<file path="src/rtl/crc_serial_pkg.sv">
package crc_serial_pkg;

    typedef enum logic [2:0] {
        ST_IDLE,
        ST_ACCEPT,
        ST_SHIFT,
        ST_FINISH,
        ST_HOLD
    } crc_state_e;

    localparam int BYTE_BITS = 8;
    localparam int IDX_W     = $clog2(BYTE_BITS);

endpackage

</file>
<file path="src/rtl/crc_seq_ctrl.sv">
module crc_seq_ctrl
    import crc_serial_pkg::*;
(
    input  logic             clk,
    input  logic             rst_n,
    input  logic             start_i,
    input  logic             in_valid_i,
    input  logic             in_last_i,
    input  logic             close_i,
    output logic             load_init_o,
    output logic             take_byte_o,
    output logic             shift_en_o,
    output logic [IDX_W-1:0] bit_idx_o,
    output logic             ready_o,
    output logic             done_o
);

    localparam logic [IDX_W-1:0] LAST_IDX = IDX_W'(BYTE_BITS - 1);

    crc_state_e       st_q, st_d;
    logic [IDX_W-1:0] idx_q;
    logic             last_q;

    // state register
    always_ff @(posedge clk or negedge rst_n) begin
        if (!rst_n) begin
            st_q <= ST_IDLE;
        end else begin
            st_q <= st_d;
        end
    end

    // next-state logic
    always_comb begin
        st_d = st_q;
        if (start_i) begin
            st_d = ST_ACCEPT;
        end else begin
            unique case (st_q)
                ST_IDLE:   st_d = ST_IDLE;
                ST_ACCEPT: begin
                    if (in_valid_i) begin
                        st_d = ST_SHIFT;
                    end else if (close_i) begin
                        st_d = ST_FINISH;
                    end
                end
                ST_SHIFT: begin
                    if (idx_q == LAST_IDX) begin
                        st_d = last_q ? ST_FINISH : ST_ACCEPT;
                    end
                end
                ST_FINISH: st_d = ST_HOLD;
                ST_HOLD:   st_d = ST_HOLD;
                default:   st_d = ST_IDLE;
            endcase
        end
    end

    // bit position and final-byte flag
    always_ff @(posedge clk or negedge rst_n) begin
        if (!rst_n) begin
            idx_q  <= '0;
            last_q <= 1'b0;
        end else if (start_i) begin
            idx_q  <= '0;
            last_q <= 1'b0;
        end else if (take_byte_o) begin
            idx_q  <= '0;
            last_q <= in_last_i;
        end else if (shift_en_o) begin
            idx_q  <= idx_q + 1'b1;
        end
    end

    // outputs decoded from state
    always_comb begin
        ready_o     = 1'b0;
        done_o      = 1'b0;
        shift_en_o  = 1'b0;
        unique case (st_q)
            ST_IDLE:   ;
            ST_ACCEPT: ready_o = 1'b1;
            ST_SHIFT:  shift_en_o = !start_i;
            ST_FINISH: done_o = 1'b1;
            ST_HOLD:   ;
            default:   ;
        endcase
        load_init_o = start_i;
        take_byte_o = ready_o && in_valid_i && !start_i;
    end

    assign bit_idx_o = idx_q;

endmodule

</file>
<file path="src/rtl/crc_shift_path.sv">
module crc_shift_path
    import crc_serial_pkg::*;
#(
    parameter int               WIDTH   = 32,
    parameter logic [WIDTH-1:0] POLY    = 32'hEDB88320,
    parameter logic [WIDTH-1:0] INIT    = '1,
    parameter bit               REFLECT = 1'b1
) (
    input  logic             clk,
    input  logic             rst_n,
    input  logic             load_init_i,
    input  logic             take_byte_i,
    input  logic [7:0]       byte_i,
    input  logic             shift_en_i,
    input  logic [IDX_W-1:0] bit_idx_i,
    output logic [WIDTH-1:0] crc_o
);

    logic [WIDTH-1:0] crc_q, crc_step;
    logic [7:0]       byte_q;
    logic             data_bit, feedback;

    generate
        if (REFLECT) begin : g_reflected
            always_comb begin
                data_bit = byte_q[bit_idx_i];
                feedback = crc_q[0] ^ data_bit;
                crc_step = (crc_q >> 1) ^ (feedback ? POLY : '0);
            end
        end else begin : g_normal
            always_comb begin
                data_bit = byte_q[IDX_W'(BYTE_BITS - 1) - bit_idx_i];
                feedback = crc_q[WIDTH-1] ^ data_bit;
                crc_step = (crc_q << 1) ^ (feedback ? POLY : '0);
            end
        end
    endgenerate

    always_ff @(posedge clk or negedge rst_n) begin
        if (!rst_n) begin
            crc_q  <= INIT;
            byte_q <= '0;
        end else begin
            if (load_init_i) begin
                crc_q <= INIT;
            end else if (shift_en_i) begin
                crc_q <= crc_step;
            end
            if (take_byte_i) begin
                byte_q <= byte_i;
            end
        end
    end

    assign crc_o = crc_q;

endmodule

</file>
<file path="src/rtl/crc_result_fmt.sv">
module crc_result_fmt #(
    parameter int               WIDTH   = 32,
    parameter logic [WIDTH-1:0] XOR_OUT = '1,
    parameter bit               REV_OUT = 1'b0
) (
    input  logic [WIDTH-1:0] raw_i,
    output logic [WIDTH-1:0] fmt_o
);

    logic [WIDTH-1:0] masked;

    assign masked = raw_i ^ XOR_OUT;

    generate
        if (REV_OUT) begin : g_rev
            for (genvar j = 0; j < WIDTH; j++) begin : g_bit
                assign fmt_o[WIDTH-1-j] = masked[j];
            end
        end else begin : g_pass
            assign fmt_o = masked;
        end
    endgenerate

endmodule

</file>
<file path="src/rtl/crc_serial_engine.sv">
module crc_serial_engine
    import crc_serial_pkg::*;
#(
    parameter int               WIDTH   = 32,
    parameter logic [WIDTH-1:0] POLY    = 32'hEDB88320,
    parameter logic [WIDTH-1:0] INIT    = '1,
    parameter logic [WIDTH-1:0] XOR_OUT = '1,
    parameter bit               REFLECT = 1'b1,
    parameter bit               REV_OUT = 1'b0
) (
    input  logic             clk,
    input  logic             rst_n,
    input  logic             start_i,
    input  logic             in_valid_i,
    input  logic [7:0]       in_data_i,
    input  logic             in_last_i,
    input  logic             close_i,
    output logic             in_ready_o,
    output logic [WIDTH-1:0] crc_o,
    output logic             done_o
);

    logic             load_init, take_byte, shift_en;
    logic [IDX_W-1:0] bit_idx;
    logic [WIDTH-1:0] crc_raw;

    crc_seq_ctrl u_ctrl (
        .clk         (clk),
        .rst_n       (rst_n),
        .start_i     (start_i),
        .in_valid_i  (in_valid_i),
        .in_last_i   (in_last_i),
        .close_i     (close_i),
        .load_init_o (load_init),
        .take_byte_o (take_byte),
        .shift_en_o  (shift_en),
        .bit_idx_o   (bit_idx),
        .ready_o     (in_ready_o),
        .done_o      (done_o)
    );

    crc_shift_path #(
        .WIDTH   (WIDTH),
        .POLY    (POLY),
        .INIT    (INIT),
        .REFLECT (REFLECT)
    ) u_path (
        .clk         (clk),
        .rst_n       (rst_n),
        .load_init_i (load_init),
        .take_byte_i (take_byte),
        .byte_i      (in_data_i),
        .shift_en_i  (shift_en),
        .bit_idx_i   (bit_idx),
        .crc_o       (crc_raw)
    );

    crc_result_fmt #(
        .WIDTH   (WIDTH),
        .XOR_OUT (XOR_OUT),
        .REV_OUT (REV_OUT)
    ) u_fmt (
        .raw_i (crc_raw),
        .fmt_o (crc_o)
    );

endmodule

</file>
<file path="config.mk">
export PLATFORM = sky130hd
export DESIGN_NAME = crc_serial_engine
export DESIGN_NICKNAME = d
export VERILOG_FILES = /design/src/rtl/crc_serial_pkg.sv /design/src/rtl/crc_seq_ctrl.sv /design/src/rtl/crc_shift_path.sv /design/src/rtl/crc_result_fmt.sv /design/src/rtl/crc_serial_engine.sv
export SDC_FILE = /design/constraint.sdc
export NUM_CORES = 1
export LEC_CHECK = 0
export ABC_AREA = 1
export BUFFER_PORTS_ARGS = -buffer_cell sky130_fd_sc_hd__buf_2
export CAP_MARGIN = 20
export CORE_ASPECT_RATIO = 0.5
export CORE_MARGIN = 2
export CORE_UTILIZATION = 30
export DETAILED_ROUTE_END_ITERATION = 8
export PLACE_DENSITY_LB_ADDON = 0.25
export SLEW_MARGIN = 20
export SYNTH_ARGS = -nofsm -noshare
export SYNTH_HDL_FRONTEND = slang
export SYNTH_SLANG_ARGS = --single-unit
export TNS_END_PERCENT = 30
</file>
<file path="constraint.sdc">
create_clock -name clk -period 1.75 [get_ports clk]
set_clock_uncertainty 0.1 [all_clocks]
set_input_delay 0.0875 -clock clk [delete_from_list [all_inputs] [get_ports clk]]
set_output_delay 0.0875 -clock clk [all_outputs]
set_load 0.01 [all_outputs]
</file>
==> impl_metrics.tcl, run 1 <==
set metrics [dict create \
    status "finished clean" \
    antenna_found_initial 0 \
    maxCapViolCount 0 \
    startpoint_type "flop" \
    grt_usage_pct 12.65 \
    h-tree-depth 2 \
    final_antenna_net_count 0 \
    cp_max_fo 14 \
    pin_count 48 \
    synth_common_cells "inv_1 (61), nand2_1 (52), nand3_1 (46)" \
    io_buffer_count 47 \
    internal_power_mw 2.098 \
    drt_iter0_drc 127 \
    path_common_cell "nand3_1" \
    cp_cell_sequence "inv_2 > nand2_1 > nand3_1 > nand3_2 > nand2_2 > nand2_2 > nand3_1 > nand3_1 > nand2_1 > inv_1" \
    syn_area_um2 2307 \
    max-clock-path-buffers 2 \
    cts_buffers 5 \
    cts_tree "yes" \
    setup_viol_count_final 0 \
    hold_viol_final 0 \
    final.setup.tns_ns 0 \
    first_global_vias 1869 \
    grt_max_degree 33 \
    vias 1934 \
    cts_root_buffer "clkbuf_16" \
    wirelength_um 5048 \
    synth-edff-count 0 \
    p_sw_share_pct 31.53 \
    die_y_um 66.01 \
    place_area_um2 2681 \
    finalMaxSlewViolations 0 \
    critPathTopFamily "simple AND/OR/NAND/NOR gates" \
    insertion_delay_ns 0.28 \
    fp.dieW_um 128.0 \
    reg2reg_depth 10 \
    yosysMostFrequentCell "inv_1" \
    setup.worst_path.class "flop to flop" \
    hold_ws_ns 0.001911 \
    drt_first_pass_iters 4 \
    critical_path.max_stage_delay_ns 0.44 \
    area_growth_pct 27.87 \
    via_per_inst 4.540 \
    final_nets 345 \
    leakage_nw 1.625 \
    ys_seq_area_share_pct 52.71 \
    ys_types 24 \
    final_util_pct 39.99 \
    routedWlPerCell_um 11.85 \
    num_antenna_cells 0 \
    start_util_pct 31.28 \
    max_freq_ghz 0.6243 \
    syn_inst 269 \
    clockPowerShare_pct 29.8 \
    yosys.area.top_type_share_pct 36.44 \
    hpwl_um 3544 \
    grt_pass1_wl_um 8452 \
    vdd_ir_drop_max_mv 0.4098 \
    synth_async_sr_flop_share_pct 100.0 \
    rsz0062_at_grt "yes" \
    die_area_um2 8451 \
    cts.sinks 47 \
    yosys_register_bits 47 \
    syn_avg_cell_area_um2 8.577 \
    worst_slew_pin_slew_ns 0.5575 \
    slowest_stage "dfrtp_1" \
    power_frac_seq_pct 42.8 \
    required_ns 1.87 \
    overflow 0 \
    powerDensity_nw_per_um2 1038 \
    maxSlewHeadroom_pct 62.83 \
    drive_above_1_share_pct 31.52 \
    min_path_type "primary input to flop" \
    drc_errors 0 \
    post-cts-setup-buffer-count 0 \
    end_kind "flop" \
    fin_crit_ns 1.602 \
    yosys-top-cells-area "dfstp_2 (36%), dfrtp_1 (16%), nand3_1 (10%)" \
    path_depth 10 \
    fin_area_um2 2950 \
    min_delay_path_depth 4 \
    core_um2 7377 \
    worstPathArrival_ns 1.72 \
    rows 22 \
    gp_congestion 0.7537 \
    ys.flop_type "dfstp_2" \
    p_total_mw 3.064 \
    yosysWarnings 0 \
    syn-num-nets 285 \
    p_sw_uw 966.1 \
    p_comb_share_pct 27.4 \
    min_period_over_period_pct 91.53 \
    critPathBufInv 2 \
    clkTransAtPathRegs_ns 0.06 \
    synth_top_area_cell "dfstp_2" \
]
[through the flow]
step | setup slack, ns | std cells
floorplan | 0.2742 | 269
global placement | 0.2097 | 406
detailed placement | 0.1533 | 406
CTS | 0.1321 | 426
global route | -0.01839 | 426
finish | 0.1483 | 426
[power by group through the flow]
stage               combinational, mW  clock [mW]  sequential, mW
finish                          0.839       0.913            1.31
global route                    0.945       0.999            1.33
CTS                             0.843       0.943            1.31
detailed placement              0.819           0            1.33
global placement                0.812           0            1.33
floorplan                       0.580           0            1.32
[flip-flops by register name (all words and copies together), names as in the netlist]
name and flops:
u_ctrl.bit_idx_o 3, u_ctrl.last_q 1, u_ctrl.st_q 3, u_path.byte_q 8, u_path.crc_o 32
[path summary, 6_finish.rpt]
kind,from,endpoint,slack (ns)
setup / recovery,u_ctrl.bit_idx_o[0],u_path.crc_o[21],0.15
setup reg to reg,u_ctrl.bit_idx_o[0],u_path.crc_o[21],0.15
min in group asynchronous,rst_n,u_path.byte_q[4],0.23
max in group asynchronous,rst_n,u_path.crc_o[25],0.71
hold / removal,in_valid_i,u_ctrl.st_q[0],0.002
hold reg to reg,u_path.crc_o[4],u_path.crc_o[4],0.41
[kinds of logic after synthesis]
kind of cell / Yosys count / synth area share, %
simple gates: 113 / 23.59
buf+inv: 73 / 13.07
fa+ha+maj: 2 / 1.084
flops: 47 / 52.71
compound gates: 34 / 9.544
[cells in the final DEF, fill, tap and decap left out, types with 2 or more instances in the layout]
| cell | count |
|---|---|
| clkbuf_16 | 5 |
| nor2_4 | 2 |
| nor2_1 | 2 |
| dlygate4sd3_1 | 12 |
| dfrtp_1 | 15 |
| o21ai_0 | 11 |
| nand3_2 | 2 |
| buf_2 | 47 |
| nand3_1 | 46 |
| a21oi_1 | 2 |
| nand2_1 | 52 |
| ha_1 | 2 |
| dfstp_2 | 32 |
| nand2_2 | 4 |
| buf_12 | 4 |
| a22oi_1 | 18 |
| a31oi_1 | 2 |
| inv_1 | 61 |
[worst reg2reg max path, stage by stage, from the launching register on]
cell and delay, ns:
dfrtp_1 0.44, inv_2 0.12, nand2_1 0.06, nand3_1 0.08, nand3_2 0.13, nand2_2 0.12
nand2_2 0.18, nand3_1 0.13, nand3_1 0.08, nand2_1 0.07, inv_1 0.04
[what timing repair did]
| item | CTS | global route |
|---|---|---|
| hold endpoints to repair | 22 | 0 |
| hold buffers | 12 | 0 |
| gates resized for setup | 0 | 1 |
| endpoints found under the setup margin | 0 | 1 |
[cell type report]
class / instances / area [µm²]
inverters: 62 / 232.7
clock buffers: 6 / 128.9
multi-input cells: 149 / 797.0
repair buffers: 64 / 442.9
flip-flops and latches: 47 / 1216
well taps: 96 / 120.1
clock inverters: 2 / 12.51
fillers: 745 / 4427
[layer usage]
metal,up-vias,GRT usage (%),part of all wire (%)
met2,44,19.99,46
met4,0,4.945,1.5
met3,9,3.074,4.6
met5,-,0,0
li1,967,-,-
met1,914,16.89,48
Note: power is estimated with default switching activity, not from simulation.
==> run 2, diff against run 1 <==
clock period = 1.87 ns   (was 1.75 ns; I/O delays follow)
==> run 2 against run 1 <==
Effect of this change: clock power is 2.7% lower; clock-buffer cell count is 1 higher; total power is 6.7% lower; sequential power is 6% lower; sequential cell count stayed put; sequential share of layout area is 0.37 points higher; die area stayed put; final cell count stayed put; register-to-register slack better by 0.11 ns; global-route usage is 0.58 points higher; non-clock buffer count stayed put; via count is 0.98% lower; critical path type unchanged.
==> impl_metrics.tcl, run 2 (synthesis results as in run 1) <==
set metrics [dict create \
    final_antenna_net_count 0 \
    wirelength_um 5085 \
    drt_iter0_drc 107 \
    io_buffer_count 47 \
    reg2reg_depth 9 \
    max-clock-path-buffers 2 \
    final_cell_mix "inv_1 (61), nand2_1 (52), buf_2 (47), nand3_1 (46), dfstp_2 (32)" \
    max_freq_ghz 0.6196 \
    overflow 0 \
    required_ns 1.99 \
    min_period_over_period_pct 86.31 \
    hpwl_um 3602 \
    rows 22 \
    final_util_pct 39.64 \
    maxSlewHeadroom_pct 64.64 \
    min_delay_path_depth 4 \
    final.setup.tns_ns 0 \
    start_util_pct 31.28 \
    clkTransAtPathRegs_ns 0.06 \
    min-delay-start "in_valid_i" \
    fin_crit_ns 1.614 \
    routedWlPerCell_um 11.94 \
    grt_usage_pct 13.23 \
    num_antenna_cells 0 \
    finalMaxSlewViolations 0 \
    r2r_end "u_path.crc_o[20]" \
    h-tree-depth 2 \
    pin_count 48 \
    fp.dieW_um 128.0 \
    cts_tree "yes" \
    worstReg2RegStart "u_ctrl.bit_idx_o[0]" \
    vdd_ir_drop_max_mv 0.3540 \
    maxCapViolCount 0 \
    drt_first_pass_iters 4 \
    setup_viol_count_final 0 \
    regToRegSetupSlack_ns 0.26 \
    die_y_um 66.01 \
    holdPathEnd "u_ctrl.st_q[0]" \
    cts_buffers 5 \
    cts.sinks 47 \
    area_growth_pct 26.74 \
    cts_root_buffer "clkbuf_16" \
    leakage_nw 1.621 \
    core_um2 7377 \
    insertion_delay_ns 0.28 \
    drc_errors 0 \
    first_global_vias 1820 \
    postCtsResizedCells 0 \
    status "finished clean" \
    via_per_inst 4.495 \
    final_common_cell "inv_1" \
    antenna_found_initial 0 \
    setup.worst_path.class "flop to flop" \
    startpoint_type "flop" \
    p_total_mw 2.858 \
    rsz0062_at_grt "no" \
    cts_hold_buffers 12 \
    drive_above_1_share_pct 31.52 \
    final_nets 345 \
    cp_max_fo 14 \
    grt_pass1_wl_um 8756 \
    vias 1915 \
    min_path_type "primary input to flop" \
    worstPathArrival_ns 1.73 \
    post-cts-setup-buffer-count 0 \
    largest_reg_flops 32 \
    hold_viol_final 0 \
    grt_max_degree 28 \
    die_area_um2 8451 \
    gp_congestion 0.7503 \
    end_kind "flop" \
    powerDensity_nw_per_um2 977.3 \
    worst_slew_pin_slew_ns 0.5304 \
]
## run 2: cell types whose count changed in the layout (fill, tap and decap cells not counted)
cell        change
buf_12          -2
buf_4           +2
clkbuf_8        +1
clkinvlp_4      -1
nand3_2         +1
nand3_4         -1
## run 2: worst max-delay path by stage
stage                              from               end  slack (ns)
finish              u_ctrl.bit_idx_o[0]  u_path.crc_o[20]        0.26
global route        u_ctrl.bit_idx_o[0]  u_path.crc_o[26]        0.11
CTS                 u_ctrl.bit_idx_o[0]  u_path.crc_o[24]        0.27
detailed placement  u_ctrl.bit_idx_o[0]  u_path.crc_o[24]        0.28
global placement    u_ctrl.bit_idx_o[0]   u_path.crc_o[5]        0.32
floorplan           u_ctrl.bit_idx_o[0]    u_ctrl.st_q[1]        0.39
## run 2: area by class of cell
class,instances,area [µm²]
clock buffers,7,142.6
fillers,775,4453
well taps,96,120.1
multi-input cells,149,789.5
flip-flops and latches,47,1216
repair buffers,64,417.9
clock inverters,1,5.005
inverters,62,232.7
## run 2: power breakdown
part / total [mW] / internal (mW) / leakage, nW / switching [mW]
logic: 0.744 / 0.259 / 1.02 / 0.485
clock network: 0.888 / 0.530 / 0.0739 / 0.358
registers: 1.23 / 1.18 / 0.528 / 0.0479
total: 2.86 / 1.97 / 1.62 / 0.891
## run 2: per-layer routing
metal	track usage (%)	share of wire [%]
met3	3.803	4.5
met5	0	0
met4	4.945	1.5
met2	20.45	42
met1	17.72	52
## run 2: worst max-delay path, cell delays in order (launching register included)
cell	delay (ns)
dfrtp_1	0.44
inv_2	0.09
nand2_1	0.08
nand3_1	0.08
nand3_2	0.10
nand3_2	0.28
nand3_1	0.19
nand3_1	0.08
nand2_1	0.06
inv_1	0.04
## run 2: metrics by stage
step                      worst slack [ns]  hold slack (ns)  cell area (µm²)  instances
after global routing                0.1058          0.04098             2924        426
after detailed placement            0.2763         0.003378             2656        406
after global placement              0.3227         -0.01363             2656        406
final                               0.2559          0.02136             2924        426
after floorplan                     0.3942          -0.3021             2307        269
after CTS                           0.2695          0.01861             2924        426
